`src/rtl/lfsr_views_pkg.sv`:
```
package lfsr_views_pkg;

  localparam int STATE_W  = 32;
  localparam int BIT_SEL  = STATE_W - 1;
  localparam logic [STATE_W-1:0] MASK_BASE = 32'h5A3C_C3A5;

  typedef enum logic [1:0] {
    OP_WORD  = 2'b00,
    OP_CARRY = 2'b01,
    OP_ZERO  = 2'b10,
    OP_BOTH  = 2'b11
  } rd_op_e;

  function automatic logic [STATE_W-1:0] lfsr_step(input logic [STATE_W-1:0] s);
    logic fb;
    fb = s[31] ^ s[21] ^ s[1] ^ s[0];
    return {s[STATE_W-2:0], fb};
  endfunction

  function automatic int perm_src(input int port, input int bit_i);
    return ((2 * port + 3) * bit_i + 7 * port + 1) % STATE_W;
  endfunction

  function automatic logic [STATE_W-1:0] inv_mask(input int port);
    int amt;
    amt = (3 * port + 1) % STATE_W;
    if (amt == 0) return MASK_BASE;
    return (MASK_BASE << amt) | (MASK_BASE >> (STATE_W - amt));
  endfunction

endpackage

```
`src/rtl/lfsr_core.sv`:
```
module lfsr_core
  import lfsr_views_pkg::*;
#(
  parameter logic [STATE_W-1:0] SEED = 32'h1D87_2B41
) (
  input  logic               clk,
  input  logic               rst,
  output logic [STATE_W-1:0] state
);

  localparam logic [STATE_W-1:0] SEED_EFF = (SEED == '0) ? STATE_W'(1) : SEED;

  logic [STATE_W-1:0] state_q;

  always_ff @(posedge clk) begin
    if (rst) state_q <= SEED_EFF;
    else     state_q <= lfsr_step(state_q);
  end

  assign state = state_q;

endmodule

```
`src/rtl/view_map.sv`:
```
module view_map
  import lfsr_views_pkg::*;
#(
  parameter int PORT = 0
) (
  input  logic [STATE_W-1:0] state,
  output logic [STATE_W-1:0] view
);

  localparam logic [STATE_W-1:0] MASK = inv_mask(PORT);

  for (genvar i = 0; i < STATE_W; i++) begin : g_bit
    localparam int SRC = perm_src(PORT, i);
    assign view[i] = state[SRC] ^ MASK[i];
  end

endmodule

```
`src/rtl/port_reader.sv`:
```
module port_reader
  import lfsr_views_pkg::*;
(
  input  logic               clk,
  input  logic               rst,
  input  logic               req_valid,
  input  logic [1:0]         req_op,
  input  logic [STATE_W-1:0] view,
  output logic               rsp_valid,
  output logic [STATE_W-1:0] rsp_data,
  output logic               rsp_dst_we,
  output logic               rsp_c,
  output logic               rsp_c_we,
  output logic               rsp_z,
  output logic               rsp_z_we
);

  logic [STATE_W-1:0] data_d;
  logic               dst_we_d, c_we_d, z_we_d, bit_d;

  assign bit_d = view[BIT_SEL];

  always_comb begin
    data_d   = '0;
    dst_we_d = 1'b0;
    c_we_d   = 1'b0;
    z_we_d   = 1'b0;
    if (req_valid) begin
      unique case (rd_op_e'(req_op))
        OP_WORD: begin
          data_d   = view;
          dst_we_d = 1'b1;
        end
        OP_CARRY: c_we_d = 1'b1;
        OP_ZERO:  z_we_d = 1'b1;
        OP_BOTH: begin
          c_we_d = 1'b1;
          z_we_d = 1'b1;
        end
        default: ;
      endcase
    end
  end

  always_ff @(posedge clk) begin
    if (rst) begin
      rsp_valid  <= 1'b0;
      rsp_data   <= '0;
      rsp_dst_we <= 1'b0;
      rsp_c      <= 1'b0;
      rsp_c_we   <= 1'b0;
      rsp_z      <= 1'b0;
      rsp_z_we   <= 1'b0;
    end else begin
      rsp_valid  <= req_valid;
      rsp_data   <= data_d;
      rsp_dst_we <= dst_we_d;
      rsp_c      <= c_we_d & bit_d;
      rsp_c_we   <= c_we_d;
      rsp_z      <= z_we_d & bit_d;
      rsp_z_we   <= z_we_d;
    end
  end

endmodule

```
`src/rtl/lfsr_views_top.sv`:
```
module lfsr_views_top
  import lfsr_views_pkg::*;
#(
  parameter int                 N    = 8,
  parameter logic [STATE_W-1:0] SEED = 32'h1D87_2B41
) (
  input  logic                 clk,
  input  logic                 rst,
  input  logic [N-1:0]         req_valid,
  input  logic [2*N-1:0]       req_op,
  output logic [STATE_W*N-1:0] view_out,
  output logic [N-1:0]         rsp_valid,
  output logic [STATE_W*N-1:0] rsp_data,
  output logic [N-1:0]         rsp_dst_we,
  output logic [N-1:0]         rsp_c,
  output logic [N-1:0]         rsp_c_we,
  output logic [N-1:0]         rsp_z,
  output logic [N-1:0]         rsp_z_we
);

  logic [STATE_W-1:0] state;

  lfsr_core #(.SEED(SEED)) u_core (
    .clk   (clk),
    .rst   (rst),
    .state (state)
  );

  for (genvar p = 0; p < N; p++) begin : g_port
    logic [STATE_W-1:0] view;

    view_map #(.PORT(p)) u_map (
      .state (state),
      .view  (view)
    );

    port_reader u_rd (
      .clk        (clk),
      .rst        (rst),
      .req_valid  (req_valid[p]),
      .req_op     (req_op[2*p +: 2]),
      .view       (view),
      .rsp_valid  (rsp_valid[p]),
      .rsp_data   (rsp_data[STATE_W*p +: STATE_W]),
      .rsp_dst_we (rsp_dst_we[p]),
      .rsp_c      (rsp_c[p]),
      .rsp_c_we   (rsp_c_we[p]),
      .rsp_z      (rsp_z[p]),
      .rsp_z_we   (rsp_z_we[p])
    );

    assign view_out[STATE_W*p +: STATE_W] = view;
  end

endmodule

```
`config.mk`:
```
export PLATFORM = sky130hd
export DESIGN_NAME = lfsr_views_top
export DESIGN_NICKNAME = d
export VERILOG_FILES = /design/src/rtl/lfsr_views_pkg.sv /design/src/rtl/lfsr_core.sv /design/src/rtl/view_map.sv /design/src/rtl/port_reader.sv /design/src/rtl/lfsr_views_top.sv
export SDC_FILE = /design/constraint.sdc
export NUM_CORES = 1
export LEC_CHECK = 0
export ABC_AREA = 1
export BUFFER_PORTS_ARGS = -buffer_cell sky130_fd_sc_hd__buf_2
export CAP_MARGIN = 20
export CORE_AREA = 5 5 225 227
export CTS_CLUSTER_DIAMETER = 60
export DETAILED_ROUTE_END_ITERATION = 8
export DIE_AREA = 0 0 230 232
export GPL_TIMING_DRIVEN = 0
export HOLD_SLACK_MARGIN = 0.06
export SLEW_MARGIN = 20
export SYNTH_ARGS = -nofsm -noshare
export SYNTH_HDL_FRONTEND = slang
export SYNTH_HIERARCHICAL = 1
export SYNTH_SLANG_ARGS = --single-unit
```
`constraint.sdc`:
```
create_clock -name clk -period 1.1 [get_ports clk]
set_clock_uncertainty 0.1 [all_clocks]
set_input_delay 0.33 -clock clk [delete_from_list [all_inputs] [get_ports clk]]
set_output_delay 0.33 -clock clk [all_outputs]
set_load 0.05 [all_outputs]
```
After elaboration in Yosys (flattened, before gate mapping). Index checks and enable logic that the tools add are counted.

Register bits after elaboration: 336. Output and inout bits: 560. Word-level logic and storage cells: 228.

Reductions and logical operators: 40. Bitwise gates (word level): 67. Mux-type cells: 40. Equality and inequality tests: 24.

Operator list (number): 1-bit NOT (48); 2-bit OR reduction (24); 1-bit 2-to-1 mux (40); 2-bit == test (second input constant) (16); 3-bit OR reduction (8); 1-bit AND (16); 2-bit by 1-bit == test with 1-bit output (second input constant) (8); 2-bit logical NOT (8); 1-bit XOR (3).

Depth between registers and ports, before layout. Gate-level depths: netlist (run 1).

Depth in word-level cells: 5. Gate-level depth with buffers: 5. Gate-level depth less buffers: 5.

Cells and area by module. Netlist (run 1), hierarchy kept.

By module, submodules not included: port_reader (times used 8, area an instance 1106.1 µm², cells each 118); view_map (times used 8, area an instance 180.2 µm², cells each 32); lfsr_core (times used 1, area an instance 952.2 µm², cells each 101).

Least setup slack after synthesis (run 1). No wires, ideal clock.

Path kind: register to register. Start: reg u_core.state_q[1] (netlist: u_core/state[1]). End: reg g_port[7].u_rd.rsp_c. Clock period less this slack: 1174 ps. Cell stages (with the launch flop): 4. Arrival time: 996 ps. Setup slack: -74 ps. Setup time: 78 ps. Required time: 922 ps. Path through: dfxtp_1 inv_1 inv_1 nor3_1.

Longest elaborated chain between the ends: 2.

Ends and longest elaborated chain: from (decl) (RTL line lfsr_core.sv:13) `logic [STATE_W-1:0] state_q;`; from (signal assigned) (RTL line lfsr_core.sv:17) `else state_q <= lfsr_step(state_q);`; 1-bit NOT (no line); via view_out[255] (RTL line lfsr_views_top.sv:11) `output logic [STATE_W*N-1:0] view_out,`; 1-bit AND (RTL line port_reader.sv:58) `rsp_c <= c_we_d & bit_d;`; to (signal assigned) (RTL line port_reader.sv:58); to (decl) (RTL line port_reader.sv:12) `output logic rsp_c,`.

The timed path passes the listed nets, and every way through them passes these cells. A chain may end at the register's enable or synchronous reset.

Worst setup path in the final report (run 1).
Start: reg u_core.state_q[11] (netlist: u_core/state[11]). End: out view_out[163].

Longest elaborated chain between the ends: 1.

Ends and longest elaborated chain (RTL line): 1-bit NOT (no line); to (decl) (lfsr_views_top.sv:11).

No other way between the ends.

==> results of run 1 <==
## area by class of cell
cell class                 count  area (um2)
fill                        3628       22200
timing repair buffer         821       11200
sequential                   336        7230
inverter                     444        2210
multi-input combinational    366        1790
buffer                       149        1750
clock buffer                  60        1180
tap                          622         778
clock inverter                11        80.1
## cells by family after synthesis
group / Yosys count / share of synthesized area (%)
buffers and inverters: 599 / 26.0
and+or+nand+nor: 366 / 14.1
DFF: 336 / 59.8
## worst register-to-register path, delay by kind of cell, from the launching register on
family | cells | cell delay, ns
buffers and inverters | 4 | 0.54
DFF | 1 | 0.37
and+or+nand+nor | 1 | 0.34
## Yosys cell counts (all sizes together)
library cell and count:
or2 13, nand3 1, inv 444, nand2 30, buf 155, nor3 16
dfxtp 336, nor2 306
## through the flow
stage	setup WS [ns]	utilization (%)	power, mW	std cells
after detailed placement	-0.812	32.0	18.5	2508
after global routing	-0.780	54.1	35.9	2809
after CTS	-0.749	50.6	34.2	2725
after floorplan	-0.0473	-	17.0	1301
final	-0.736	54.1	34.9	2809
after global placement	-0.828	32.0	18.5	2508
## state kept, by name, summed over array words and instances, names as in the netlist
signal,cells
g_port.u_rd/rsp_dst_we,8
g_port.u_rd/rsp_z,8
u_core/state,32
g_port.u_rd/rsp_c_we,8
g_port.u_rd/rsp_z_we,8
g_port.u_rd/rsp_valid,8
g_port.u_rd/rsp_data,256
g_port.u_rd/rsp_c,8
## worst max path at each step
stage	from	end	cells past startpoint
after floorplan	u_core/state[0]	view_out[56]	1
after global placement	rst	g_port[1].u_rd/rsp_data[19]	5
after detailed placement	rst	g_port[1].u_rd/rsp_data[19]	5
after CTS	u_core/state[11]	view_out[163]	3
after global routing	u_core/state[5]	view_out[165]	3
final	u_core/state[11]	view_out[163]	3
## power by group
| part | internal [mW] | switching [mW] |
|---|---|---|
| clock network | 7.46 | 5.48 |
| registers | 12.5 | 0.295 |
| logic | 3.85 | 5.29 |
| total | 23.8 | 11.1 |
## repair_timing
action	CTS	global route
gates cloned	0	6
endpoints found under the hold margin	55	32
pin swaps	1	32
hold buffers	24	17
endpoints found under the setup margin	807	830
setup buffers	124	95
gates resized for setup	1997	292
## per-layer routing
layer	wire length (um)	track usage, %
met5	0	0
met4	3050	9.99
met3	4650	6.52
met2	34400	40.0
met1	24400	24.2
==> metrics.md, run 1 <==
| Metric | Value |
|---|---|
| Result of the run | finished with violations |
| Failing checks | negative hold slack, negative setup slack |
| Most common library cell in the layout ignoring fill and taps | buf_8 |
| Number of rows in the core area | 81 |
| Worst Hold Path Cells | 3 |
| Yosys top cell area share | 59.8% |
| Post-route worst setup slack | -0.736 ns |
| Final antenna-violating net count | 0 |
| Area of placed instances | 15500 um2 |
| YS warnings | 6 |
| Synth unique cells | 13 |
| Clock sink total | 336 |
| TritonCTS buffer count | 40 |
| Cells traversed along the worst timing path | buf_12 > clkinvlp_4 > buf_6 |
| Critical Setup Path Class | flip-flop to output pin |
| Commonest cells after routing, fill and taps aside | buf_8, dfxtp_2, inv_1 |
| Worst R2R Path Depth | 5 |
| Beginning of the worst hold path | req_valid[7] |
| Effective utilization at floorplan | 23.2% |
| Number of failing hold endpoints at the final stage | 2 |
| Die Footprint | 53400 um2 |
| Hold_ws | -0.0359 ns |
| Routed wire per std cell | 23.7 um |
| Width of the die | 230 um |
| Clock Root Buffer | clkbuf_16 |
| Final worst path period share | 167% |
| CTS H-tree lvls | 2 |
| Post-route cell area | 26200 um2 |
| Reg-to-reg setup timing slack | -0.33 ns |
| Required time of the critical path | 0.67 ns |
| RSZ-0062 raised after global routing | yes |
| Fraction of layout instances using a drive strength above 1 | 71.9% |
| Top cells by area, synth | dfxtp_1, inv_1, nor2_1 |
| Setup_tns | -301.97 ns |
| Per-cell via count in the routed design | 4.09 |
| Pwr dens | 1330 nW/um2 |
| Maximum fanout count along the critical path | 4 |
| Largest net degree at the start of global routing | 22 |
| Class of the worst hold path | input port to flip-flop |
| Layout-stage area growth over the synthesis result | 133% |
| Via count of the first global-routing pass | 12200 |
| Overall global routing resource usage | 22.2% |
| Final Slew Violations | 0 |
| First-pass detailed-route iteration total | 5 |
| Antenna violations before repair | 1 |
| Largest area contributor in the synthesized netlist | dfxtp_1 |
| Headroom to the max-slew limit | 64.1% |
| Final #Nets | 2184 |
| Antenna Cells | 0 |
| Total via count in the routed design | 11500 |
| Capturing element type of the critical path | output pin |
| Time the final worst path needs with I/O delays and setup | 1.84 ns |
| Die Height | 232 um |
| P_leak | 12.7 nW |
| Total standard cell area after synthesis | 11200 um2 |
| Worst supply voltage drop on vdd | 1.31 mV |
| Number of top-level design ports | 586 |
| Part of the Yosys area used for sequential elements | 59.8% |
| Register bit count reported by yosys | 336 |
| Clock Pin Slew Worst Setup and Hold Paths | 0.06 ns |
| Hold endpoint | g_port[7].u_rd/rsp_valid |
| Routability congestion estimate | 0.899 |
| Slew of the pin with the lowest slew margin | 0.539 ns |
| Cell family with most CP delay | buffers and inverters |
| Count of unresolved DRC violations after routing | 0 |
| Maximum count of clock buffers along a single path | 3 |
| Global-route wire length before repair | 85700 um |
| Reg-to-reg critical path endpoint | g_port[0].u_rd/rsp_z |
| Number of buffer and inverter instances along the worst setup path | 3 |
| Arrival time at the worst endpoint | 1.41 ns |
| Synthesized instance count | 1301 |
| Number of nets produced by synthesis | 1327 |
| Final Routed Wirelength | 66500 um |
| Launching element type of the critical path | flip-flop |
| Latest clock arrival within the worst-skew pair | 0.56 ns |
| Total congestion overflow after global routing | 0 |
| Iteration-0 DRC Markers | 458 |
| MaxCap Viol Count | 0 |
| Number of endpoints failing setup at the final stage | 730 |
| Maximum clock frequency | 0.545 GHz |
| Mapped Avg Cell Area | 8.64 um2 |
| TritonCTS clock tree | done |
| Number of buffers added on ports | 585 |
| HPWL reported at the end of detailed placement | 37000 um |
| Cell with the largest stage delay on the worst path | dfxtp_4 |
| Largest incremental delay on the critical path | 0.37 ns |
| R2R Path Start | u_core/state[30] |
| Floorplan Core Area | 48400 um2 |
Note: power is estimated with default switching activity, not from simulation.
==> run 2, diff against run 1 <==
SKIP_LAST_GASP = 1   (was unset)
==> metrics.md, run 2 (synthesis gave the netlist of run 1 again) <==
| Metric | Value |
|---|---|
| Required time of the critical path | 0.67 ns (about the same) |
| Fraction of layout instances using a drive strength above 1 | 71.8% (-0.12 points) |
| Post-route worst setup slack | -0.740 ns (-0.00366 ns) |
| Width of the die | 230 um (unchanged) |
| Failing checks | negative hold slack, negative setup slack |
| Die Footprint | 53400 um2 (unchanged) |
| Layout-stage area growth over the synthesis result | 134% |
| Number of failing hold endpoints at the final stage | 3 (+1) |
| Routing layer with the top usage in global route | met2 |
| Number of buffers added on ports | 585 (unchanged) |
| First-pass detailed-route iteration total | 4 (-1) |
| HPWL reported at the end of detailed placement | 37000 um (unchanged) |
| Effective utilization at floorplan | 23.2% (unchanged) |
| Final #Nets | 2189 (+0.23%) |
| Multi-input gate area | 1790 um2 (-0.28%) |
| Commonest cells after routing, fill and taps aside | buf_8, dfxtp_2, inv_1 |
| Die Height | 232 um (unchanged) |
| Cell with the largest stage delay on the worst path | dfxtp_4 |
| Pwr dens | 1330 nW/um2 (about the same) |
| Critical Setup Path Class | flip-flop to output pin |
| Routed wire per std cell | 23.8 um (+0.53%) |
| Fraction of met1 tracks used by global routing | 24.0% (-0.19 points) |
| Number of buffer and inverter instances along the worst setup path | 3 (unchanged) |
| Global-route wire length before repair | 85500 um (-0.30%) |
| Cell family with most CP delay | buffers and inverters |
| Largest register FFs | 256 (unchanged) |
| Number of endpoints failing setup at the final stage | 732 (+0.27%) |
| Top register by number of flip-flops | g_port.u_rd/rsp_data |
| Met2 usage in global routing | 39.4% (-0.60 points) |
| Hold_ws | -0.0392 ns (-0.00335 ns) |
| Fillers | 3641 (+0.36%) |
| Overall global routing resource usage | 22.1% (-0.064 points) |
| Total congestion overflow after global routing | 0 (unchanged) |
| Final Routed Wirelength | 66900 um (+0.71%) |
| Capturing element type of the critical path | output pin |
| Largest net degree at the start of global routing | 22 (unchanged) |
| Result of the run | finished with violations |
| TritonCTS clock tree | done |
| MaxCap Viol Count | 0 (unchanged) |
| Antenna violations before repair | 1 (unchanged) |
| Arrival time at the worst endpoint | 1.41 ns (about the same) |
| Count of unresolved DRC violations after routing | 0 (unchanged) |
| CTS H-tree lvls | 2 (unchanged) |
| Clock Root Buffer | clkbuf_16 |
| Routability congestion estimate | 0.899 (unchanged) |
| Register cell area after layout | 7230 um2 (unchanged) |
| Maximum fanout count along the critical path | 4 (unchanged) |
| Most common library cell in the layout ignoring fill and taps | buf_8 |
| Antenna Cells | 0 (unchanged) |
| TritonCTS buffer count | 40 (unchanged) |
| Via count of the first global-routing pass | 12200 (+0.34%) |
| Number of rows in the core area | 81 (unchanged) |
| Final antenna-violating net count | 0 (unchanged) |
| Floorplan Core Area | 48400 um2 (unchanged) |
| Class of the worst hold path | input port to flip-flop |
| Maximum clock frequency | 0.544 GHz (-0.20%) |
| Total via count in the routed design | 11600 (+0.54%) |
| Latest clock arrival within the worst-skew pair | 0.56 ns (about the same) |
| Slew of the pin with the lowest slew margin | 0.562 ns (+0.0224 ns) |
| Largest incremental delay on the critical path | 0.38 ns (about the same) |
| Maximum count of clock buffers along a single path | 3 (unchanged) |
| Clock sink total | 336 (unchanged) |
| Final Slew Violations | 0 (unchanged) |
| P_leak | 12.8 nW (+0.25%) |
| Worst supply voltage drop on vdd | 1.31 mV (-0.41%) |
| Time the final worst path needs with I/O delays and setup | 1.84 ns (+0.00366 ns) |
| Headroom to the max-slew limit | 62.6% (-1.5 points) |
| Final worst path period share | 167% (+0.33 points) |
| Launching element type of the critical path | flip-flop |
| RSZ-0062 raised after global routing | yes |
| Per-cell via count in the routed design | 4.10 (+0.36%) |
| Iteration-0 DRC Markers | 419 (-8.5%) |
| Clock Pin Slew Worst Setup and Hold Paths | 0.06 ns (about the same) |
| Cells traversed along the worst timing path | buf_12 > clkinvlp_4 > buf_6 |
| Area of placed instances | 15500 um2 (unchanged) |
| Global routing usage on met3 | 6.60% (+0.086 points) |
| Post-route cell area | 26300 um2 (+0.11%) |
| Number of top-level design ports | 586 (unchanged) |
## run 2: changes by cell type in the layout (fill, tap and decap cells not counted)
| cell | delta |
|---|---|
| buf_8 | -3 |
| inv_6 | -4 |
| buf_12 | +2 |
| nor2_1 | +2 |
| inv_1 | +2 |
| nor2_2 | -2 |
| inv_8 | +2 |
| buf_4 | +6 |
## run 2: layout make-up
cell class                 instances  share of cell area (%)
timing repair buffer             826                    42.8
sequential                       336                    27.6
inverter                         444                    8.41
multi-input combinational        366                    6.81
buffer                           149                    6.70
clock buffer                      60                    4.49
tap                              622                    2.96
clock inverter                    11                   0.305
## run 2: power by group
group          switching (mW)  internal (mW)
clock                    5.48           7.46
combinational            5.30           3.86
sequential              0.296           12.5
## run 2: worst reg2reg max path, cell delays in order, from the launching register on
cell        delay, ns
dfxtp_4          0.37
buf_12           0.15
clkinvlp_4       0.09
buf_6            0.09
clkinvlp_4       0.18
nor3_4           0.30
## run 2: stage by stage
stage | setup TNS (ns) | worst slack, ns | power (mW) | std cells | util, %
detailed placement | -285.09 | -0.812 | 18.5 | 2508 | 32.0
floorplan | -1.97 | -0.0473 | 17.0 | 1301 | -
global placement | -282.32 | -0.828 | 18.5 | 2508 | 32.0
global route | -329.55 | -0.791 | 35.9 | 2814 | 54.2
CTS | -325.17 | -0.749 | 34.2 | 2725 | 50.4
finish | -301.64 | -0.740 | 34.9 | 2814 | 54.2
## run 2: path summary, 6_finish.rpt
kind | cells after the start | startpoint | slack, ns | end
max | 3 | u_core/state[15] | -0.74 | view_out[150]
min | 3 | req_valid[7] | -0.04 | g_port[7].u_rd/rsp_valid
max reg2reg | 5 | u_core/state[30] | -0.27 | g_port[0].u_rd/rsp_z
min reg2reg | 3 | u_core/state[9] | 0.50 | u_core/state[10]
## run 2: layer usage
layer	vias up	wire length [um]
li1	5143	-
met1	5553	24700
met2	674	33800
met3	181	4520
met4	0	3940
met5	-	0
## run 2: what timing repair did
| action | CTS | global route |
|---|---|---|
| gates cloned | 0 | 6 |
| setup endpoints to repair | 807 | 830 |
| hold buffers | 24 | 17 |
| setup buffers | 124 | 99 |
| hold endpoints to repair | 55 | 33 |
| resized for setup | 1981 | 303 |
| pin swaps | 1 | 31 |
